**src/rtl/uart_fifo_pkg.sv**
```systemverilog
package uart_fifo_pkg;

    // FIFO control byte; field positions are decoded by software.
    typedef struct packed {
        logic [1:0] tx_trig;
        logic [1:0] rx_trig;
        logic       rsv;
        logic       tx_clr;
        logic       rx_clr;
        logic       en;
    } fifo_ctl_t;

    // Modem control byte.
    typedef struct packed {
        logic [2:0] rsv_hi;
        logic       afc;
        logic [2:0] rsv_lo;
        logic       rts_sw;
    } modem_ctl_t;

    // Threshold selected by a two-bit trigger code: quarters of the depth.
    function automatic int trig_level(input logic [1:0] code, input int depth);
        return ((int'(code) + 1) * depth) / 4;
    endfunction

endpackage

```
**src/rtl/uart_fifo_buf.sv**
```systemverilog
module uart_fifo_buf #(
    parameter int W     = 8,
    parameter int DEPTH = 16,
    localparam int AW   = $clog2(DEPTH),
    localparam int CNTW = AW + 1
) (
    input  logic            clk,
    input  logic            rst,
    input  logic            clr,
    input  logic            single,
    input  logic            push,
    input  logic [W-1:0]    din,
    input  logic            pop,
    output logic [W-1:0]    dout,
    output logic [CNTW-1:0] count,
    output logic            full,
    output logic            empty
);
    logic [W-1:0]  mem [DEPTH];
    logic [AW-1:0] wr_ptr, rd_ptr;
    logic          do_push, do_pop;

    assign empty   = (count == '0);
    assign full    = single ? !empty : (count == CNTW'(DEPTH));
    assign do_push = push && !full;
    assign do_pop  = pop && !empty;
    assign dout    = mem[rd_ptr];

    function automatic logic [AW-1:0] bump(input logic [AW-1:0] p);
        return (p == AW'(DEPTH - 1)) ? '0 : p + 1'b1;
    endfunction

    always_ff @(posedge clk) begin
        if (rst || clr) begin
            wr_ptr <= '0;
            rd_ptr <= '0;
            count  <= '0;
        end else begin
            if (do_push) wr_ptr <= bump(wr_ptr);
            if (do_pop)  rd_ptr <= bump(rd_ptr);
            case ({do_push, do_pop})
                2'b10:   count <= count + 1'b1;
                2'b01:   count <= count - 1'b1;
                default: count <= count;
            endcase
        end
    end

    always_ff @(posedge clk) begin
        if (do_push && !clr) mem[wr_ptr] <= din;
    end


    no_overflow_chk: assert property (@(posedge clk) disable iff (rst)
        count <= CNTW'(DEPTH));


    push_full_chk: assert property (@(posedge clk) disable iff (rst)
        (push && full && !pop && !clr) |=> count == $past(count));


    clr_empty_chk: assert property (@(posedge clk) disable iff (rst)
        clr |=> count == '0);

endmodule

```
**src/rtl/uart_flow_ctl.sv**
```systemverilog
module uart_flow_ctl #(
    parameter int DEPTH = 16,
    localparam int CNTW = $clog2(DEPTH) + 1
) (
    input  logic            clk,
    input  logic            rst,
    input  logic            cts_n,
    input  logic            msr_rd,
    input  logic            afc,
    input  logic            rts_sw,
    input  logic [CNTW-1:0] rx_count,
    output logic            cts_act,
    output logic [7:0]      msr,
    output logic            rts_n
);
    logic cts_act_d;
    logic dcts;
    logic changed;

    assign changed = (cts_act != cts_act_d);

    always_ff @(posedge clk) begin
        if (rst) begin
            cts_act   <= 1'b0;
            cts_act_d <= 1'b0;
            dcts      <= 1'b0;
        end else begin
            cts_act   <= !cts_n;
            cts_act_d <= cts_act;
            if (changed)     dcts <= 1'b1;
            else if (msr_rd) dcts <= 1'b0;
        end
    end

    assign msr   = {5'b0, dcts, 1'b0, cts_act};
    assign rts_n = afc ? (int'(rx_count) >= DEPTH - 1) : !rts_sw;


    dcts_set_chk: assert property (@(posedge clk) disable iff (rst)
        changed |=> msr[2]);


    dcts_clr_chk: assert property (@(posedge clk) disable iff (rst)
        (msr_rd && !changed) |=> !msr[2]);

endmodule

```
**src/rtl/uart_fifo_ctl.sv**
```systemverilog
module uart_fifo_ctl
    import uart_fifo_pkg::*;
#(
    parameter int W     = 8,
    parameter int DEPTH = 16,
    localparam int AW   = $clog2(DEPTH),
    localparam int CNTW = AW + 1,
    localparam int SW   = 2 * AW + 2
) (
    input  logic          clk,
    input  logic          rst,
    input  logic          ctl_wr,
    input  logic [7:0]    ctl_wdata,
    input  logic          mcon_wr,
    input  logic [7:0]    mcon_wdata,
    input  logic          msr_rd,
    output logic [7:0]    msr,
    input  logic          bus_tx_push,
    input  logic [W-1:0]  bus_tx_data,
    input  logic          bus_rx_pop,
    output logic [W-1:0]  bus_rx_data,
    output logic          ser_tx_valid,
    input  logic          ser_tx_pop,
    output logic [W-1:0]  ser_tx_data,
    input  logic          ser_rx_push,
    input  logic [W-1:0]  ser_rx_data,
    output logic [SW-1:0] fifo_stat,
    output logic          rx_irq,
    output logic          tx_irq,
    output logic          rts_n,
    input  logic          cts_n
);
    fifo_ctl_t  ctl_q, ctl_in;
    modem_ctl_t mcon_q;
    logic       rx_clr, tx_clr, single, permit, cts_act;
    logic [CNTW-1:0] rx_cnt, tx_cnt;
    logic rx_full, rx_empty, tx_full, tx_empty;

    assign ctl_in = fifo_ctl_t'(ctl_wdata);
    assign rx_clr = ctl_wr && ctl_in.rx_clr;
    assign tx_clr = ctl_wr && ctl_in.tx_clr;
    assign single = !ctl_q.en;

    always_ff @(posedge clk) begin
        if (rst) begin
            ctl_q  <= '0;
            mcon_q <= '0;
        end else begin
            if (ctl_wr) begin
                ctl_q        <= ctl_in;
                ctl_q.rx_clr <= 1'b0;
                ctl_q.tx_clr <= 1'b0;
                ctl_q.rsv    <= 1'b0;
            end
            if (mcon_wr) mcon_q <= modem_ctl_t'(mcon_wdata);
        end
    end

    uart_fifo_buf #(.W(W), .DEPTH(DEPTH)) u_rx (
        .clk(clk), .rst(rst), .clr(rx_clr), .single(single),
        .push(ser_rx_push), .din(ser_rx_data), .pop(bus_rx_pop),
        .dout(bus_rx_data), .count(rx_cnt), .full(rx_full), .empty(rx_empty)
    );

    assign permit = !mcon_q.afc || cts_act;

    uart_fifo_buf #(.W(W), .DEPTH(DEPTH)) u_tx (
        .clk(clk), .rst(rst), .clr(tx_clr), .single(single),
        .push(bus_tx_push), .din(bus_tx_data), .pop(ser_tx_pop && permit),
        .dout(ser_tx_data), .count(tx_cnt), .full(tx_full), .empty(tx_empty)
    );

    uart_flow_ctl #(.DEPTH(DEPTH)) u_flow (
        .clk(clk), .rst(rst), .cts_n(cts_n), .msr_rd(msr_rd),
        .afc(mcon_q.afc), .rts_sw(mcon_q.rts_sw), .rx_count(rx_cnt),
        .cts_act(cts_act), .msr(msr), .rts_n(rts_n)
    );

    assign ser_tx_valid = !tx_empty && permit;
    assign fifo_stat    = {tx_full, rx_full, tx_cnt[AW-1:0], rx_cnt[AW-1:0]};

    always_comb begin
        if (single) begin
            rx_irq = !rx_empty;
            tx_irq = tx_empty;
        end else begin
            rx_irq = int'(rx_cnt) >= trig_level(ctl_q.rx_trig, DEPTH);
            tx_irq = int'(tx_cnt) <= trig_level(ctl_q.tx_trig, DEPTH);
        end
    end


    cts_hold_chk: assert property (@(posedge clk) disable iff (rst)
        (mcon_q.afc && !cts_act && ser_tx_pop && !bus_tx_push && !tx_clr)
        |=> tx_cnt == $past(tx_cnt));

endmodule

```
**config.mk**
```make
export PLATFORM = sky130hd
export DESIGN_NAME = uart_fifo_ctl
export DESIGN_NICKNAME = d
export VERILOG_FILES = /design/src/rtl/uart_fifo_pkg.sv /design/src/rtl/uart_fifo_buf.sv /design/src/rtl/uart_flow_ctl.sv /design/src/rtl/uart_fifo_ctl.sv
export SDC_FILE = /design/constraint.sdc
export NUM_CORES = 1
export LEC_CHECK = 0
export BUFFER_PORTS_ARGS = -buffer_cell sky130_fd_sc_hd__buf_4
export CAP_MARGIN = 20
export CORE_ASPECT_RATIO = 0.75
export CORE_MARGIN = 5
export CORE_UTILIZATION = 50
export CTS_CLUSTER_SIZE = 14
export DETAILED_ROUTE_END_ITERATION = 8
export PLACE_DENSITY = 0.7
export SLEW_MARGIN = 20
export SYNTH_ARGS = -nofsm -noshare
export SYNTH_HDL_FRONTEND = slang
export SYNTH_SLANG_ARGS = --single-unit
```
**constraint.sdc**
```tcl
create_clock -name clk -period 2.6 [get_ports clk]
set_input_delay 0.39 -clock clk [delete_from_list [all_inputs] [get_ports clk]]
set_output_delay 0.39 -clock clk [all_outputs]
set_load 0.05 [all_outputs]
```
; After elaboration in Yosys (flattened, before gate mapping)
; Memory sizes are Yosys's and may differ from the RTL's. A register that Yosys moved wholly into a read port is not among the register bits.
; Cells that the tools add are included.
; Widths: inputs -> output; s select.
[totals]
regBits = 36
ram_bits = 256
inputBits = 42
output_inout_bits = 38
elab_cells = 88
n_memories = 2
[memory_table]
columns = memory, depth, word_bits, rd, rd_ports_with_merged_regs, write_ports, line_no
row1 = u_rx.mem, 16, 8, 1, 1, 1, uart_fifo_buf.sv:19  ; logic [W-1:0] mem [DEPTH];
row2 = u_tx.mem, 16, 8, 1, 1, 1, uart_fifo_buf.sv:19
[classes]
addsub = 10
order_cmp = 3
eq_ne = 11
n_mux = 21
reduce_logical = 27
[op_table]
columns = cell, n
row1 = $mux 4, 8
row2 = $pmux 5 s2, 2
row3 = $add 4x1->4 const B, 4
row4 = $eq 4x4->1 const B, 4
row5 = $mux 1, 11
row6 = $add 5x1->5 const B, 2
row7 = $eq 5x5->1 const B, 2
row8 = $logic_and 1x1->1, 10
row9 = $logic_not 5->1, 2
row10 = $sub 5x1->5 const B, 2
row11 = $logic_not 1->1, 9
row12 = $add 2x1->3 const B, 2
row13 = $reduce_bool 2->1, 3
row14 = $ge 5x4->1 const B, 1
row15 = $ge 5x5->1, 1
row16 = $le 5x5->1, 1
row17 = $eq 2x1->1 const B, 2
row18 = $eq 2x2->1 const B, 2
row19 = $logic_or 1x1->1, 3
row20 = $ne 1x1->1, 1

; Longest topological paths before layout
; Gate-level depths: netlist (run 1).
[depth]
ltp_word = 8
ltp_mapped = 11
depth_no_buf = 10

; Hierarchy
; A second synthesis (run 1) with hierarchy kept.
[unflattened]
hier_cells = 727
area_unflattened_um2 = 12329.3
[modules_own_cells]
columns = mod, n_inst, cells_per_inst, area_each_um2, seq_area_each_um2
row1 = uart_fifo_buf, 2, 324, 5831.8, 4184.0
row2 = uart_fifo_ctl, 1, 60, 493.0, 140.1
row3 = uart_flow_ctl, 1, 19, 172.7, 60.1

; Worst setup path before layout (run 1)
; No wires, ideal clock.
[synth_timing]
kind = flip-flop to flip-flop
startpoint = register u_tx.count[0]
endpoint = memory u_tx.mem[0][0], enable pin
setup_ps = 370
arrival_time_ps = 2328
required_time_ps = 2230
slack_ps = -98
path_stages_with_launch = 6
n_path_buf = 1
period_less_slack_ps = 2698
cell_sequence = dfxtp_1 > or4_1 > buf_4 > mux2i_4 > or4b_2 > nor2_1
[synth_between]
elab_chain_len = 8
elab_cells_between_ends = 9
cone_classes = eq/ne (1) / mux (3) / reduce/logical (5)
[synth_lines]
columns = element, line_no
row1 = from (decl), uart_fifo_buf.sv:15  ; output logic [CNTW-1:0] count,
row2 = from (signal assigned), uart_fifo_buf.sv:42  ; 2'b10: count <= count + 1'b1;
row3 = from (signal assigned), uart_fifo_buf.sv:43  ; 2'b01: count <= count - 1'b1;
row4 = from (signal assigned), uart_fifo_buf.sv:44  ; default: count <= count;
row5 = $logic_not 5->1, uart_fifo_buf.sv:23  ; assign empty = (count == '0);
row6 = $logic_not 1->1, uart_fifo_buf.sv:24  ; assign full = single ? !empty : (count == CNTW'(DEPTH));
row7 = $mux 1 *, uart_fifo_buf.sv:24
row8 = net tx_full, uart_fifo_ctl.sv:37  ; logic rx_full, rx_empty, tx_full, tx_empty;
row9 = $logic_not 1->1 *, uart_fifo_buf.sv:25  ; assign do_push = push && !full;
row10 = $logic_and 1x1->1 *, uart_fifo_buf.sv:25
row11 = $logic_and 1x1->1 *, uart_fifo_buf.sv:50  ; if (do_push && !clr) mem[wr_ptr] <= din;
row12 = $mux 1 *, uart_fifo_buf.sv:50
row13 = $mux 1 (implied by the code) *, uart_fifo_buf.sv:50
row14 = to (decl), uart_fifo_buf.sv:19
; The timed path passes the listed nets; every way through them passes the cells marked *.

==> results by group, run 1 <==
Run status
  – Status: finished, violations left
  – Failing checks: setup timing

STA
  – Fmax: approximately 380 MHz
  – Fin Clk Skew: 13.52 ps
  – PnR worst setup slack: -25.50 ps
  – Fin crit period: about 2600 ps
  – Unrepaired setup endpoints after global routing: true
  – Fin. Hold Viols: 0
  – Crit share post-route: 101.0%
  – Worst relative slew slack: between 30% and 40%
  – Hold slack: between 90 and 100 ps
  – # setup viols final: 4
  – Slew Viols, Final: 0
  – Worst slew pin tran: 1006 ps

Layout
  – Fraction of layout cells with a size suffix above 1: 32.78%
  – Diodes inserted: 0
  – Syn-to-layout area delta: 20.07%
  – Final core occ: 61.36%
  – Final std cells w/o fill: 1,182
  – Nets: 899

Global routing
  – Initial antenna violation count: 0
  – Gr usage total: between 10% and 20%
  – Gr busiest metal: met2
  – Remaining Overflow, GRT: 0
  – Largest net degree at the start of global routing: 33
  – Number of global-route vias before repair: 7,235
  – M1 GR Usage: between 20% and 30%
  – Met2 Usage GRT: just under 30%
  – First-pass GRT wire length: roughly 41,000 microns
  – Grt met3 use: 3.508%

Synth
  – Count leader, synth: edfxtp_1
  – Synth Warn #: 0
  – Syn Area/Cell: 17.00 sq um
  – Synth area leaders: edfxtp_1 62%, mux4_2 12%, dfxtp_1 7.1%, ha_1 2.6%, a22oi_1 1.9%
  – Commonest cells post-synth: 256 x edfxtp_1, 64 x mux4_2, 46 x nor2_1
  – Netlist cell types: 47
  – Yosys top cell by area: edfxtp_1
  – Asr flop ratio synth: 0%
  – Synthesized instance count: roughly 730
  – Part of the Yosys area used for sequential elements: 69.40%
  – Synth top area share: 62.27%
  – Ys flop type: edfxtp_1
  – Number of flops mapped to enable cells by yosys: 256
  – Post-synthesis register bit count: 300
  – Mapped Area: 0.01235 sq mm

Worst setup path
  – Slowest cell on the critical path: mux4_2
  – Max incr delay on CP: 520 ps
  – Worst setup EP type: output pin
  – WS Path Type: reg -> out
  – Arrival @ worst endpoint: 2240 ps
  – RR Endpoint: u_tx.count[3]$_SDFFE_PP0P_
  – Max FO, Critical Path: 8
  – R2R setup slack: 80 ps
  – Worst R2R Path Depth: 10
  – Bufs and invs on worst path: 3
  – Critical path required time: approximately 2200 ps
  – Worst r2r src: u_tx.count[0]$_SDFFE_PP0P_
  – Critical path's top delay family: multiplexers
  – Crit-path cells: buf_12, buf_16, mux4_2, a22oi_2, nand2_1, buf_6
  – CP startpoint kind: flip-flop

Clock network
  – Root buf cell: clkbuf_16
  – TritonCTS Sinks: 300
  – Clk Latency, worst-skew pair: 540 ps
  – CTS tree: yes
  – Clock slew seen by the registers of the worst setup and hold paths: 60 ps
  – H-tree depth reported by CTS: 1
  – Clk buf depth: 3
  – Cts bufs inserted: 29

Floorplanning
  – Die area: 0.02797 sq mm
  – Core Region: 0.02416 sq mm
  – Die Width: 191.4 microns
  – Top Ports: 80
  – Initial core utilization: around half
  – Die H: 146.1 microns
  – Site Rows: 49

Drt
  – DRC Markers: 0
  – Post-Route WL: 26,130 microns
  – DRT Pass-1 Iters: 5
  – Via density: 5.792
  – Mean routed wirelength per cell: 22.11 microns
  – Iter 0 DRT Violations: 566
  – Via Count: 6,846
  – DRT antenna net count: 0

Power and ir drop
  – Pwr dens: 960.3 mW/mm^2
  – Reg power frac: 39.7%
  – Max VDD drop: 1.432 mV
  – Lkg Pwr: 0.005015 uW
  – Clk network pwr share: 27.4%
  – Sw Pwr: between 4000 and 5000 uW
  – Combinational power share: roughly 33%
  – Sw Ratio: 31.45%
  – Pint: 9758 uW
  – Power Total: approximately 14,000 uW

Hold path
  – Min-Delay Endpoint: mcon_q[0]$_SDFFE_PP0P_
  – Hold Crit Class: in -> reg
  – Worst hold path depth: 3
  – Hold path startpoint: mcon_wdata[0]

Placement
  – GPL Wtd Cong: 0.8243
  – IO Port Bufs: 66
  – Place WS: -10.20 ps
  – Post-DP HPWL: 16,890 microns
  – Inst Count DP: between 1k and 1.5k

Run
  – Max cap viols: 0
[flip-flops by register name, summed over array words and instances (netlist names), named ones only]
signal            flops
u_flow.cts_act        1
u_rx.wr_ptr           4
u_tx.rd_ptr           4
u_flow.cts_act_d      1
u_tx.count            5
u_rx.rd_ptr           4
u_tx.wr_ptr           4
mcon_q                2
u_tx.mem            128
u_flow.dcts           1
ctl_q                 5
u_rx.count            5
u_rx.mem            128
[placed cells by master (no fill, tap or decap), drive strengths merged, types with 12 or more instances in the layout]
master / count
mux4: 64
nor2b: 12
clkbuf: 38
nor2: 46
a22oi: 32
ha: 26
nand2: 37
buf: 113
inv: 25
a21oi: 18
mux2i: 21
dfxtp: 44
edfxtp: 256
[per-stage QoR]
stage	TNS [ps]	instance area (sq um)
6_report	-54.49	14820
5_1_grt	-745.4	14820
4_1_cts	-107.2	14660
3_5_place_dp	-10.20	13360
3_3_place_gp	0	13360
2_1_floorplan	-3026	12370
[area by class of cell]
cell class                 count  area (sq um)
clock buffer                  38         759.5
clock inverter                15         127.6
fill                        1745          9333
inverter                      24         90.09
multi-input combinational    360          3729
sequential                   300          8578
tap                          331         414.1
timing repair buffer         114          1125
[power by group through the flow]
stage / Sequential, uW / Combinational (uW) / Clock [uW]
4_1_cts: 5640 / 4400 / 3980
2_1_floorplan: 5720 / 2860 / 0
5_1_grt: 5680 / 5010 / 4220
6_report: 5650 / 4670 / 3910
3_3_place_gp: 5700 / 3890 / 0
3_5_place_dp: 5720 / 3990 / 0
[logic make-up after synthesis]
kind of cell / share of synthesized area (%)
compound gates: 4.692
xor+xnor: 0.4966
fa+ha+maj: 2.959
buf+inv: 2.818
flops: 69.40
mux: 13.67
other cells: 0.03038
simple gates: 5.929
[worst max path at each step]
stage                                             to  cells after the start  slack [ps]                  startpoint
after CTS                             bus_rx_data[5]                      6         -40                   flip-flop
final                                 bus_rx_data[0]                      6         -30                   flip-flop
after detailed placement  u_tx.count[4]$_SDFFE_PP0P_                      9         -10  u_tx.count[0]$_SDFFE_PP0P_
after floorplan             u_tx.mem[0][0]$_DFFE_PP_                      5        -100  u_tx.count[0]$_SDFFE_PP0P_
after global routing                  bus_rx_data[5]                      6        -100                   flip-flop
after global placement    u_tx.count[4]$_SDFFE_PP0P_                      9          30  u_tx.count[0]$_SDFFE_PP0P_
[worst min-delay path: cells and delay by family]
family | cells | cell delay [ps]
buffers and inverters | 1 | 80
AND/OR/NAND/NOR | 1 | 70
multiplexers | 1 | 50
[repair_timing]
| action | CTS | global route |
|---|---|---|
| hold buffers | 1 | 0 |
| gates cloned | 6 | 0 |
| endpoints found under the hold margin | 1 | 0 |
| resized for setup | 47 | 38 |
| endpoints found under the setup margin | 19 | 46 |
| pin swaps | 20 | 13 |
| buffers inserted | 3 | 1 |
[routing by layer]
layer,vias up,part of all wire (%)
met1,3473,44
met3,36,7.7
met5,-,0
met2,287,47
met4,0,1.8
li1,3050,-
(Power assumes the default switching activity.)
==> run 2: changes to the inputs <==
==> constraint.sdc (replaced) <==
create_clock -name clk -period 2.6 [get_ports clk]
set_input_delay 0.13 -clock clk [delete_from_list [all_inputs] [get_ports clk]]
set_output_delay 0.13 -clock clk [all_outputs]
set_load 0.05 [all_outputs]
==> results by group, run 2 (synthesis gave the netlist of run 1 again) <==
Global routing
  – Number of global-route vias before repair: 7,257 (+0.30%)
  – Remaining Overflow, GRT: 0 (unchanged)
  – Gr usage total: 18.13% (-0.83 points)
  – Largest net degree at the start of global routing: 33 (unchanged)
  – Initial antenna violation count: 0 (unchanged)
  – First-pass GRT wire length: 40,340 microns (-2.4%)

STA
  – # setup viols final: 0 (-4)
  – Fin Clk Skew: 16.26 ps (+2.741 ps)
  – PnR worst setup slack: 72.28 ps (+97.78 ps)
  – Fin crit period: 2528 ps (-97.78 ps)
  – Worst slew pin tran: 916.7 ps (-88.85 ps)
  – Fmax: 395.6 MHz (+3.9%)
  – Worst relative slew slack: 38.76% (+5.9 points)
  – Slew Viols, Final: 0 (unchanged)
  – Crit share post-route: 97.22% (-3.8 points)
  – Fin. Hold Viols: 0 (unchanged)

Drt
  – Via density: 5.630 (-2.8%)
  – DRT Pass-1 Iters: 5 (unchanged)
  – Via Count: 6,868 (+0.32%)
  – Mean routed wirelength per cell: 20.51 microns (-7.2%)
  – Post-Route WL: 25,030 microns (-4.2%)
  – DRC Markers: 0 (unchanged)
  – DRT antenna net count: 0 (unchanged)
  – Iter 0 DRT Violations: 561 (-0.88%)

Power and ir drop
  – Clk network pwr share: 28.5% (+1.1 points)
  – Power Total: 13,800 uW (-3.0%)
  – Max VDD drop: 0.9864 mV (-31%)
  – Combinational power share: 30.6% (-2.2 points)
  – Lkg Pwr: 0.005120 uW (+2.1%)
  – Pint: 9485 uW (-2.8%)
  – Sw Pwr: 4320 uW (-3.5%)
  – Sw Ratio: 31.30% (-0.15 points)
  – Pwr dens: 933.5 mW/mm^2 (-2.8%)
  – Reg power frac: 40.9% (+1.2 points)

Layout
  – Most common cell after layout, fill and taps aside: edfxtp_1
  – Syn-to-layout area delta: 19.78%
  – Filler instances: 1,722 (-1.3%)
  – Nets: 937 (+4.2%)
  – Fraction of layout cells with a size suffix above 1: 26.66% (-6.1 points)
  – Regs by FF count: u_rx.mem: 128 flops, u_tx.mem: 128 flops
  – Diodes inserted: 0 (unchanged)
  – Commonest non-fill, non-tap cells in the layout: 256 x edfxtp_1, 105 x buf_4, 64 x mux4_2
  – Final core occ: 61.22% (-0.15 points)
  – Design area: 0.01479 sq mm (-0.24%)

Worst setup path
  – Worst r2r src: u_tx.count[0]$_SDFFE_PP0P_
  – Arrival @ worst endpoint: 3000 ps (+760 ps)
  – CP most frequent cell: or4_1
  – Max FO, Critical Path: 6 (-2)
  – Critical path's top delay family: simple AND/OR/NAND/NOR gates
  – RR Endpoint: u_tx.count[3]$_SDFFE_PP0P_
  – Bufs and invs on worst path: 1 (-2)
  – WS Path Type: reg -> reg
  – Max incr delay on CP: 530 ps (about the same)
  – CP startpoint: u_tx.count[0]$_SDFFE_PP0P_
  – Crit-path cells: or4_1, buf_6, o211a_1, ha_4, ha_1, a21o_1, a21oi_2, or4_1, nand3_1
  – Slowest cell on the critical path: or4_1
  – R2R setup slack: 70 ps (about the same)
  – Critical path required time: 3070 ps (+860 ps)
  – CP startpoint kind: flip-flop
  – Worst R2R Path Depth: 9 (-1)
  – Worst setup EP type: flip-flop

Placement
  – IO Port Bufs: 66 (unchanged)
  – Placed cell areas: 0.01333 sq mm (-0.24%)
  – Post-DP HPWL: 16,530 microns (-2.1%)
  – Place WS: -13.84 ps (-3.644 ps)
  – GPL Wtd Cong: 0.7651 (-7.2%)

Floorplanning
  – Die area: 0.02797 sq mm (unchanged)
  – Top Ports: 80 (unchanged)
  – Initial core utilization: 51.11% (unchanged)
  – Die Width: 191.4 microns (unchanged)
  – Site Rows: 49 (unchanged)
  – Die H: 146.1 microns (unchanged)
  – Core Region: 0.02416 sq mm (unchanged)

Clock network
  – Cts bufs inserted: 29 (unchanged)
  – Clk buf depth: 3 (unchanged)
  – H-tree depth reported by CTS: 1 (unchanged)
  – TritonCTS Sinks: 300 (unchanged)
  – CTS tree: yes
  – Root buf cell: clkbuf_16
  – Clk Latency, worst-skew pair: 540 ps (about the same)
  – Clock slew seen by the registers of the worst setup and hold paths: 60 ps (about the same)

Hold path
  – Hold path startpoint: bus_rx_pop
  – Hold Crit Class: in -> reg
  – Min-Delay Endpoint: u_rx.rd_ptr[2]$_SDFFE_PP0N_
  – Worst hold path depth: 4 (+1)

Run status
  – Status: finished, final reports clean

Run
  – Max cap viols: 0 (unchanged)
[run 2: cell count changes in the layout (fill, tap and decap cells not counted), sizes merged]
cell,previous run,this run
dlygate4sd3,1,43
clkbuf,38,40
buf,113,109
clkinv,10,9
bufinv,2,1
[run 2: stage by stage]
stage | hold WS, ps | TNS, ps | cells
6_report | 61.08 | 0 | 1220
5_1_grt | 77.45 | -27.86 | 1220
4_1_cts | 46.00 | 0 | 1214
3_5_place_dp | 289.6 | -13.84 | 1118
3_3_place_gp | 288.2 | 0 | 1118
2_1_floorplan | 202.4 | -3026 | 731
[run 2: worst register-to-register path: cells and delay by family (launching register included)]
family / cells / cell delay [ps]
buffers and inverters: 1 / 160
AOI/OAI and AO/OA: 3 / 470
adders and majority gates: 2 / 500
and+or+nand+nor: 3 / 1020
DFF: 1 / 320
[run 2: how the worst max path moves through the flow]
stage | cells past startpoint | slack [ps] | end
CTS | 9 | 50 | u_tx.count[4]$_SDFFE_PP0P_
global route | 9 | -10 | u_tx.count[3]$_SDFFE_PP0P_
finish | 9 | 70 | u_tx.count[3]$_SDFFE_PP0P_
global placement | 9 | 10 | u_tx.count[4]$_SDFFE_PP0P_
detailed placement | 9 | -10 | u_tx.count[4]$_SDFFE_PP0P_
floorplan | 5 | -100 | u_tx.mem[0][0]$_DFFE_PP_
[run 2: routing by layer]
layer | vias up | share of wire, % | routed length [microns] | GRT usage (%)
met1 | 3519 | 45 | 11310 | 27.39
li1 | 3110 | - | - | -
met4 | 0 | 1.5 | 363 | 2.907
met2 | 208 | 48 | 11970 | 28.95
met3 | 31 | 5.5 | 1384 | 2.697
met5 | - | 0 | 0 | 0
[run 2: final cells by class]
cell class	instances	area [sq um]	area share (%)
Clock inverter	13	96.34	0.6515
Clock buffer	40	807.0	5.457
Tap cell	331	414.1	2.801
Timing Repair Buffer	152	1281	8.664
Inverter	24	90.09	0.6092
Sequential cell	300	8574	57.98
Multi-Input combinational cell	360	3525	23.83
[run 2: power by group through the flow]
stage / combinational [uW] / clock [uW] / sequential (uW)
2_1_floorplan: 2860 / 0 / 5720
3_3_place_gp: 3840 / 0 / 5720
3_5_place_dp: 3960 / 0 / 5750
4_1_cts: 4070 / 4000 / 5650
5_1_grt: 4520 / 4240 / 5670
6_report: 4220 / 3930 / 5650
[run 2: what timing repair did]
item	in CTS	in global routing
hold endpoints to repair	267	0
resized for setup	5	10
hold buffers	43	0
setup buffers	0	6
endpoints found under the setup margin	4	5
gates cloned	0	0
==> run 3: changes to the inputs <==
--- a/config.mk
+++ b/config.mk
@@ -8,11 +8,11 @@
 export BUFFER_PORTS_ARGS = -buffer_cell sky130_fd_sc_hd__buf_4
 export CAP_MARGIN = 20
 export CORE_ASPECT_RATIO = 0.75
-export CORE_MARGIN = 5
+export CORE_MARGIN = 2
 export CORE_UTILIZATION = 50
 export CTS_CLUSTER_SIZE = 14
 export DETAILED_ROUTE_END_ITERATION = 8
-export PLACE_DENSITY = 0.7
+export PLACE_DENSITY = 0.68
 export SLEW_MARGIN = 20
 export SYNTH_ARGS = -nofsm -noshare
 export SYNTH_HDL_FRONTEND = slang
==> constraint.sdc (replaced) <==
create_clock -name clk -period 2.4 [get_ports clk]
set_input_delay 0.12 -clock clk [delete_from_list [all_inputs] [get_ports clk]]
set_output_delay 0.12 -clock clk [all_outputs]
set_load 0.05 [all_outputs]
==> results by group, run 3 (synthesis gave the netlist of run 1 again) <==
Floorplanning
  – Core Region: 0.02409 sq mm (-0.25%)
  – Top Ports: 80 (unchanged)
  – Die area: 0.02598 sq mm (-7.1%)
  – Die H: 140.1 microns (-4.1%)
  – Initial core utilization: 51.24% (+0.13 points)
  – Site Rows: 49 (unchanged)
  – Die Width: 185.4 microns (-3.1%)

Drt
  – Mean routed wirelength per cell: 22.16 microns (+8.0%)
  – Via Count: 7,103 (+3.4%)
  – Via density: 5.761 (+2.3%)
  – DRT antenna net count: 0 (unchanged)
  – Iter 0 DRT Violations: 697 (+24%)
  – DRC Markers: 0 (unchanged)
  – DRT Pass-1 Iters: 5 (unchanged)
  – Post-Route WL: 27,320 microns (+9.2%)

STA
  – Fin Clk Skew: 12.14 ps (-4.118 ps)
  – PnR worst setup slack: -17.46 ps (-89.73 ps)
  – Unrepaired setup endpoints after global routing: true
  – Fin. Hold Viols: 0 (unchanged)
  – Fmax: 413.7 MHz (+4.6%)
  – Crit share post-route: 100.7% (+3.5 points)
  – Slew Viols, Final: 0 (unchanged)
  – Fin crit period: 2417 ps (-110.3 ps)
  – Worst relative slew slack: 44.64% (+5.9 points)
  – # setup viols final: 1 (+1)
  – Worst slew pin tran: 828.6 ps (-88.08 ps)

Layout
  – Syn-to-layout area delta: 25.29%
  – FF/Latch Area: 0.008582 sq mm (about the same)
  – Multi-input gate area: 0.003807 sq mm (+8.0%)
  – Final core occ: 64.19% (+3.0 points)
  – Diodes inserted: 0 (unchanged)
  – Fraction of layout cells with a size suffix above 1: 33.81% (+7.2 points)
  – Nets: 950 (+1.4%)
  – Design area: 0.01547 sq mm (+4.6%)
  – Filler instances: 1,614 (-6.3%)
  – Most common cell after layout, fill and taps aside: edfxtp_1
  – Regs by FF count: u_rx.mem: 128 flops, u_tx.mem: 128 flops
  – Commonest non-fill, non-tap cells in the layout: 256 x edfxtp_1, 90 x buf_4, 64 x mux4_2

Clock network
  – Clock slew seen by the registers of the worst setup and hold paths: 60 ps (about the same)
  – H-tree depth reported by CTS: 1 (unchanged)
  – TritonCTS Sinks: 300 (unchanged)
  – Clk buf depth: 3 (unchanged)
  – Clk Latency, worst-skew pair: 550 ps (about the same)
  – Root buf cell: clkbuf_16
  – Cts bufs inserted: 29 (unchanged)
  – CTS tree: yes

Global routing
  – First-pass GRT wire length: 41,560 microns (+3.0%)
  – Gr usage total: 21.27% (+3.1 points)
  – Number of global-route vias before repair: 7,136 (-1.7%)
  – Largest net degree at the start of global routing: 33 (unchanged)
  – Initial antenna violation count: 0 (unchanged)
  – Remaining Overflow, GRT: 0 (unchanged)

Placement
  – Placed cell areas: 0.01357 sq mm (+1.8%)
  – GPL Wtd Cong: 0.7847 (+2.6%)
  – IO Port Bufs: 66 (unchanged)
  – Post-DP HPWL: 16,940 microns (+2.5%)

Power and ir drop
  – Sw Ratio: 31.64% (+0.35 points)
  – Sw Pwr: 5061 uW (+17%)
  – Pwr dens: 1034 mW/mm^2 (+11%)
  – Pint: 10,930 uW (+15%)
  – Max VDD drop: 0.9652 mV (-2.1%)
  – Clk network pwr share: 28.3% (-0.2 points)
  – Combinational power share: 33.3% (+2.7 points)
  – Reg power frac: 38.4% (-2.5 points)
  – Lkg Pwr: 0.005290 uW (+3.3%)

Run status
  – Failing checks: setup timing
  – Status: finished, violations left

Hold path
  – Hold Crit Class: in -> reg
  – Hold path startpoint: ctl_wdata[1]

Worst setup path
  – Worst setup EP type: flip-flop
  – Max incr delay on CP: 600 ps (+70 ps)
  – Max FO, Critical Path: 5 (-1)
  – CP startpoint kind: flip-flop
  – Crit-path cells: or4_4, o211a_4, ha_4, ha_1, a21o_1, a21oi_2, or4_1, nand3_1
  – Slowest cell on the critical path: or4_4
  – Critical path required time: 2900 ps (-170 ps)
  – CP startpoint: u_tx.count[0]$_SDFFE_PP0P_
  – Critical path's top delay family: simple AND/OR/NAND/NOR gates
  – WS Path Type: reg -> reg
  – Arrival @ worst endpoint: 2910 ps (-90 ps)
  – Bufs and invs on worst path: 0 (-1)
  – Worst r2r src: u_tx.count[0]$_SDFFE_PP0P_

Run
  – Max cap viols: 0 (unchanged)
==> run 3: changes by cell type in the layout (fill, tap and decap cells not counted), sizes merged <==
cell         before  now
buf             109  123
clkinv            9   12
clkinvlp          2    1
clkbuf           40   35
dlygate4sd3      43   42
bufinv            1    4
==> run 3: timing repair <==
action	4_1_cts	5_1_grt
pin swaps	13	23
hold endpoints to repair	270	0
setup buffers	7	4
resized for setup	34	48
gates cloned	6	0
setup endpoints to repair	32	70
hold buffers	42	0
==> run 3: metal layers <==
layer | vias up | track usage, % | wire [microns]
li1 | 3153 | - | -
met1 | 3649 | 32.63 | 12440
met2 | 265 | 32.88 | 12810
met3 | 36 | 2.938 | 1573
met4 | 0 | 4.511 | 503
met5 | - | 0 | 0
==> run 3: power groups by stage <==
stage / clock network (uW) / logic (uW) / registers, uW
after detailed placement: 0 / 4580 / 6210
after CTS: 4580 / 5130 / 6130
after floorplan: 0 / 3300 / 6210
after global routing: 4770 / 5650 / 6160
final: 4530 / 5330 / 6140
after global placement: 0 / 4440 / 6190
==> run 3: final timing paths <==
kind / cells past startpoint / slack (ps) / end
min: 4 / 10 / u_rx.wr_ptr[3]$_SDFFE_PP0P_
max: 8 / -20 / u_tx.count[3]$_SDFFE_PP0P_
min reg2reg: 1 / 520 / u_flow.cts_act_d$_SDFF_PP0_
max reg2reg: 8 / -20 / u_tx.count[3]$_SDFFE_PP0P_
==> run 3: cell type report <==
class	instances	area share, %
multi-input cells	360	24.62
clock buffers	35	4.837
inverters	24	0.5986
well taps	331	2.678
flip-flops and latches	300	55.48
clock inverters	18	1.262
repair buffers	165	10.52
==> run 3: metrics by stage <==
stage / setup TNS, ps / total power (uW) / setup WS, ps / hold slack (ps) / std cells
after floorplan: -4562 / 9510 / -139.7 / 192.4 / 731
after global placement: -42.30 / 10630 / -42.30 / 281.2 / 1123
after detailed placement: -321.0 / 10800 / -120.9 / 296.0 / 1123
after CTS: -149.0 / 15850 / -77.79 / 6.646 / 1231
after global routing: -646.9 / 16590 / -104.2 / 23.47 / 1233
final: -17.46 / 15990 / -17.46 / 10.32 / 1233
==> run 3: worst min-delay path, cell delays in order <==
cell,delay [ps]
buf_4,90
a21oi_1,160
o21ai_0,100
a21oi_1,50
